==> config.mk <==
export PLATFORM = sky130hd
export DESIGN_NAME = fx_tx_framer
export DESIGN_NICKNAME = d
export VERILOG_FILES = /design/src/rtl/fx_pkg.sv /design/src/rtl/fx_in_stage.sv /design/src/rtl/fx_nibble_enc.sv /design/src/rtl/fx_frame_fsm.sv /design/src/rtl/fx_tx_framer.sv
export SDC_FILE = /design/constraint.sdc
export NUM_CORES = 1
export LEC_CHECK = 0
export BUFFER_PORTS_ARGS = -buffer_cell sky130_fd_sc_hd__buf_2
export CAP_MARGIN = 25
export CORE_AREA = 2 2 39 41
export DETAILED_ROUTE_END_ITERATION = 7
export DIE_AREA = 0 0 41 43
export MAX_ROUTING_LAYER = met4
export PLACE_DENSITY = 0.76
export SYNTH_ARGS = -nofsm -noshare
export SYNTH_HDL_FRONTEND = slang
export SYNTH_HIERARCHICAL = 1
export SYNTH_SLANG_ARGS = --single-unit
==> constraint.sdc <==
create_clock -name clk_i -period 1.42 [get_ports clk_i]
set_input_delay 0.071 -clock clk_i [delete_from_list [all_inputs] [get_ports clk_i]]
set_output_delay 0.071 -clock clk_i [all_outputs]
set_load 0.02 [all_outputs]
==> src/rtl/fx_pkg.sv <==
package fx_pkg;
  localparam int NIB_W  = 4;
  localparam int CODE_W = 5;

  typedef logic [NIB_W-1:0]  nib_t;
  typedef logic [CODE_W-1:0] code_t;

  localparam code_t CG_IDLE = 5'b11111;
  localparam code_t CG_J    = 5'b11000;
  localparam code_t CG_K    = 5'b10001;
  localparam code_t CG_T    = 5'b01101;
  localparam code_t CG_R    = 5'b00111;
  localparam code_t CG_H    = 5'b00100;

  typedef enum logic [2:0] {
    ST_IDLE,
    ST_K,
    ST_DATA,
    ST_T,
    ST_R
  } fr_state_e;
endpackage

==> src/rtl/fx_in_stage.sv <==
module fx_in_stage
  import fx_pkg::*;
(
  input  logic clk_i,
  input  logic rst_ni,
  input  logic en_i,
  input  nib_t d_i,
  input  logic er_i,
  output logic en_o,
  output nib_t d_o,
  output logic er_o
);
  always_ff @(posedge clk_i or negedge rst_ni) begin
    if (!rst_ni) begin
      en_o <= 1'b0;
      d_o  <= '0;
      er_o <= 1'b0;
    end else begin
      en_o <= en_i;
      d_o  <= d_i;
      er_o <= er_i;
    end
  end
endmodule

==> src/rtl/fx_nibble_enc.sv <==
module fx_nibble_enc
  import fx_pkg::*;
(
  input  nib_t  nib_i,
  output code_t code_o
);
  always_comb begin
    unique case (nib_i)
      4'h0: code_o = 5'b11110;
      4'h1: code_o = 5'b01001;
      4'h2: code_o = 5'b10100;
      4'h3: code_o = 5'b10101;
      4'h4: code_o = 5'b01010;
      4'h5: code_o = 5'b01011;
      4'h6: code_o = 5'b01110;
      4'h7: code_o = 5'b01111;
      4'h8: code_o = 5'b10010;
      4'h9: code_o = 5'b10011;
      4'hA: code_o = 5'b10110;
      4'hB: code_o = 5'b10111;
      4'hC: code_o = 5'b11010;
      4'hD: code_o = 5'b11011;
      4'hE: code_o = 5'b11100;
      default: code_o = 5'b11101;
    endcase
  end
endmodule

==> src/rtl/fx_frame_fsm.sv <==
module fx_frame_fsm
  import fx_pkg::*;
(
  input  logic  clk_i,
  input  logic  rst_ni,
  input  logic  en_i,
  input  logic  er_i,
  input  code_t enc_i,
  output code_t code_o
);
  fr_state_e st_q, st_d;
  code_t     code_d;

  always_comb begin
    st_d   = st_q;
    code_d = CG_IDLE;
    unique case (st_q)
      ST_IDLE: begin
        if (en_i) begin
          code_d = CG_J;
          st_d   = ST_K;
        end
      end
      ST_K: begin
        // K is always completed; an early drop still closes with T/R
        code_d = CG_K;
        st_d   = en_i ? ST_DATA : ST_T;
      end
      ST_DATA: begin
        if (en_i) begin
          code_d = er_i ? CG_H : enc_i;
        end else begin
          code_d = CG_T;
          st_d   = ST_R;
        end
      end
      ST_T: begin
        code_d = CG_T;
        st_d   = ST_R;
      end
      default: begin
        code_d = CG_R;
        st_d   = ST_IDLE;
      end
    endcase
  end

  always_ff @(posedge clk_i or negedge rst_ni) begin
    if (!rst_ni) begin
      st_q   <= ST_IDLE;
      code_o <= CG_IDLE;
    end else begin
      st_q   <= st_d;
      code_o <= code_d;
    end
  end

  p_idle_when_quiet_r2: assert property (@(posedge clk_i) disable iff (!rst_ni)
    (st_q == ST_IDLE && !en_i) |=> (code_o == CG_IDLE));

  p_h_on_error_r7: assert property (@(posedge clk_i) disable iff (!rst_ni)
    (st_q == ST_DATA && en_i && er_i) |=> (code_o == CG_H));

  p_k_closes_r6: assert property (@(posedge clk_i) disable iff (!rst_ni)
    (st_q == ST_K && !en_i) |=> ##1 (code_o == CG_T));
endmodule

==> src/rtl/fx_tx_framer.sv <==
module fx_tx_framer
  import fx_pkg::*;
(
  input  logic       clk_i,
  input  logic       rst_ni,
  input  logic       tx_en_i,
  input  logic [3:0] txd_i,
  input  logic       tx_er_i,
  output logic [4:0] code_o
);
  logic  en_q, er_q;
  nib_t  d_q;
  code_t enc;

  fx_in_stage u_in (
    .clk_i (clk_i),
    .rst_ni(rst_ni),
    .en_i  (tx_en_i),
    .d_i   (txd_i),
    .er_i  (tx_er_i),
    .en_o  (en_q),
    .d_o   (d_q),
    .er_o  (er_q)
  );

  fx_nibble_enc u_enc (
    .nib_i (d_q),
    .code_o(enc)
  );

  fx_frame_fsm u_fsm (
    .clk_i (clk_i),
    .rst_ni(rst_ni),
    .en_i  (en_q),
    .er_i  (er_q),
    .enc_i (enc),
    .code_o(code_o)
  );

  p_j_then_k_r3: assert property (@(posedge clk_i) disable iff (!rst_ni)
    (code_o == CG_J) |=> (code_o == CG_K));

  p_t_then_r_r5: assert property (@(posedge clk_i) disable iff (!rst_ni)
    (code_o == CG_T) |=> (code_o == CG_R));

  p_r_then_idle_r5: assert property (@(posedge clk_i) disable iff (!rst_ni)
    (code_o == CG_R) |=> (code_o == CG_IDLE || code_o == CG_J));

  p_quiet_line_r8: assert property (@(posedge clk_i) disable iff (!rst_ni)
    (!tx_en_i && !en_q && code_o == CG_IDLE) |=> ##1 (code_o == CG_IDLE));
endmodule

==> impl_metrics.py <==
metrics = {
    "clocking": {
        "clockBufferDepth": 2,
        "ctsResizeCount": 0,
        "insertion_delay_ns": 0.27,
        "cts_tree": "built",
        "ctsRootBufferMaster": "clkbuf_4",
        "cts.sinks": 14,
        "clk_pin_slew_ns": 0.08,
        "numCtsBuffers": 3,
        "htreeDepth": 1,
    },
    "timing": {
        "slew_viol_final": 0,
        "slew_headroom_pct": 80.3,
        "worst_pin_slew_ns": 0.295,
        "finalCriticalPeriod_ns": 1.13,
        "setup_viol": 0,
        "skew_ns": 0.00382,
        "hold_viol": 0,
        "tns_ns": 0,
        "fin_crit_sh_pct": 79.8,
        "rsz0062_at_grt": "no",
        "fmax_mhz": 883,
    },
    "finish": {
        "final_area_sq_um": 742,
        "seqCellArea_sq_um": 357,
        "area_growth_syn_to_layout_pct": 30.0,
        "fillers": 113,
        "multi_input_area_sq_um": 191,
        "final_cells": 80,
        "mostFrequentLayoutCell": "buf_2",
        "fin_nets": 73,
        "diodes": 0,
        "final_cell_mix": "buf_2, dfrtp_1, dlygate4sd3_1, dfstp_2",
        "utilization_pct": 53.6,
        "layout-drive-gt1-share_pct": 35.9,
    },
    "pwr": {
        "power_mw": 1.29,
        "p_leak_nw": 0.323,
        "power.density_nw_per_um2": 1740,
        "ir_worst_vdd_v": 0.000758,
    },
    "yosys": {
        "syn-instance-count": 43,
        "synthFlopType": "dfrtp_1",
        "syn_area_sq_um": 571,
        "yosysUniqueCellTypes": 22,
        "ys_ff_latch": 14,
        "yosys_warnings": 6,
        "synth_edf_count": 0,
        "synth_fp_nets": 51,
        "ys_seq_area_share_pct": 62.5,
        "syn-mean-instance-area_sq_um": 13.3,
        "ys_async_sr_fraction_pct": 100,
    },
    "outcome": {
        "outcome": "finished clean",
    },
    "placement": {
        "place_area_sq_um": 636,
        "dpl.cell_count": 69,
        "port_buffers": 12,
        "routabilityCongestion": 0.736,
    },
    "floorplanning": {
        "rows": 14,
        "dieArea_sq_um": 1760,
        "start_util_pct": 41.2,
        "io_pins": 13,
        "die_x_um": 41,
        "core_sq_um": 1380,
        "die_h_um": 43,
    },
    "drt": {
        "dr.pass1.iters": 4,
        "post_drt_wl_per_cell_um": 12.0,
        "vias": 384,
        "final_antenna_net_count": 0,
        "drc": 0,
        "via_per_inst": 4.80,
        "drt_iter0_markers": 3,
        "finalWirelength_um": 961,
    },
    "grt": {
        "overflow": 0,
        "grt_use_total_pct": 14.5,
        "grt_pass1_vias": 348,
        "grt_pass1_wl_um": 1530,
        "grt_max_degree": 15,
        "antenna_found_initial": 0,
    },
    "setup_path": {
        "worstSetupPathType": "flip-flop to flip-flop",
        "end_kind": "flip-flop",
        "path_max_fanout": 5,
        "startpoint_type": "flip-flop",
        "cp.required_ns": 1.62,
        "crit_arrival_ns": 1.33,
    },
    "flow_run": {
        "cap_viol_max_count": 0,
    },
    "hold_path": {
        "hp-class": "input pin to asynchronous set/reset pin",
    },
}
cell usage after synthesis (all sizes together) (2+ instances only):
cell type / instances / area, sq um
dfrtp: 9 / 225
dfstp: 5 / 131
nor2b: 4 / 32.5
nor3: 3 / 15.0
a21oi: 2 / 10.0
buf: 2 / 15.0
inv: 2 / 7.51
o21bai: 2 / 15.0
xnor2: 2 / 17.5
state kept, by name, summed over array words and instances, names as in the netlist:
| signal | flops |
|---|---|
| u_fsm/code_o | 5 |
| u_fsm/st_q | 3 |
| u_in/d_o | 4 |
| u_in/en_o | 1 |
| u_in/er_o | 1 |
path summary, 6_finish.rpt:
path,to,startpoint,depth (start not counted),slack (ns)
worst max-delay path,u_fsm/code_o[2],u_in/d_o[2],4,0.29
worst min-delay path,u_fsm/st_q[0],rst_ni,2,0.20
worst max register to register,u_fsm/code_o[2],u_in/d_o[2],4,0.29
worst min register to register,u_fsm/code_o[4],u_fsm/st_q[2],1,0.55
max in group asynchronous,u_fsm/code_o[0],rst_ni,2,0.94
min in group clk_i,u_in/en_o,tx_en_i,2,0.43
worst max-delay path, stage by stage (launching register included):
cell	delay, ns
dfrtp_1	0.43
nor3_1	0.08
or2_1	0.21
o31ai_1	0.22
o211ai_1	0.12
cells by family (layout without fill, tap and decap cells):
family                 count (synthesis)  count (layout)  synth area share (%)
AO/OA/AOI/OAI                         10              10                  14.7
buffers and inverters                  4              25                  3.95
XOR/XNOR                               2               2                  3.07
AND/OR/NAND/NOR                       13              13                  15.8
flip-flops                            14              14                  62.5
stage by stage:
step	hold WS [ns]	worst slack, ns
finish	0.203	0.287
global route	0.211	0.198
CTS	0.210	0.290
detailed placement	-0.0219	0.301
global placement	-0.0214	0.326
floorplan	-0.225	0.381
final cells by class:
| type | count | share of cell area (%) |
|---|---|---|
| Clock buffer | 4 | 4.89 |
| Inverter | 2 | 1.01 |
| Multi-Input combinational cell | 25 | 25.8 |
| Sequential cell | 14 | 48.1 |
| Tap cell | 16 | 2.70 |
| Timing Repair Buffer | 19 | 17.5 |
what timing repair did:
action / in CTS / in global routing
buffers inserted: 0 / 0
endpoints found under the hold margin: 20 / 0
hold buffers: 7 / 0
power by group:
part	internal (mW)	switching, mW
combinational	0.179	0.186
clock	0.156	0.122
sequential	0.550	0.0971
total	0.886	0.405
routing by layer:
| layer | up-vias | wire [um] | track usage (%) |
|---|---|---|---|
| li1 | 192 | - | - |
| met1 | 180 | 419 | 17.3 |
| met2 | 10 | 496 | 19.1 |
| met3 | 2 | 36 | 4.71 |
| met4 | 0 | 8 | 12.0 |
| met5 | - | 0 | - |
Power figures use the tool's default switching activity.
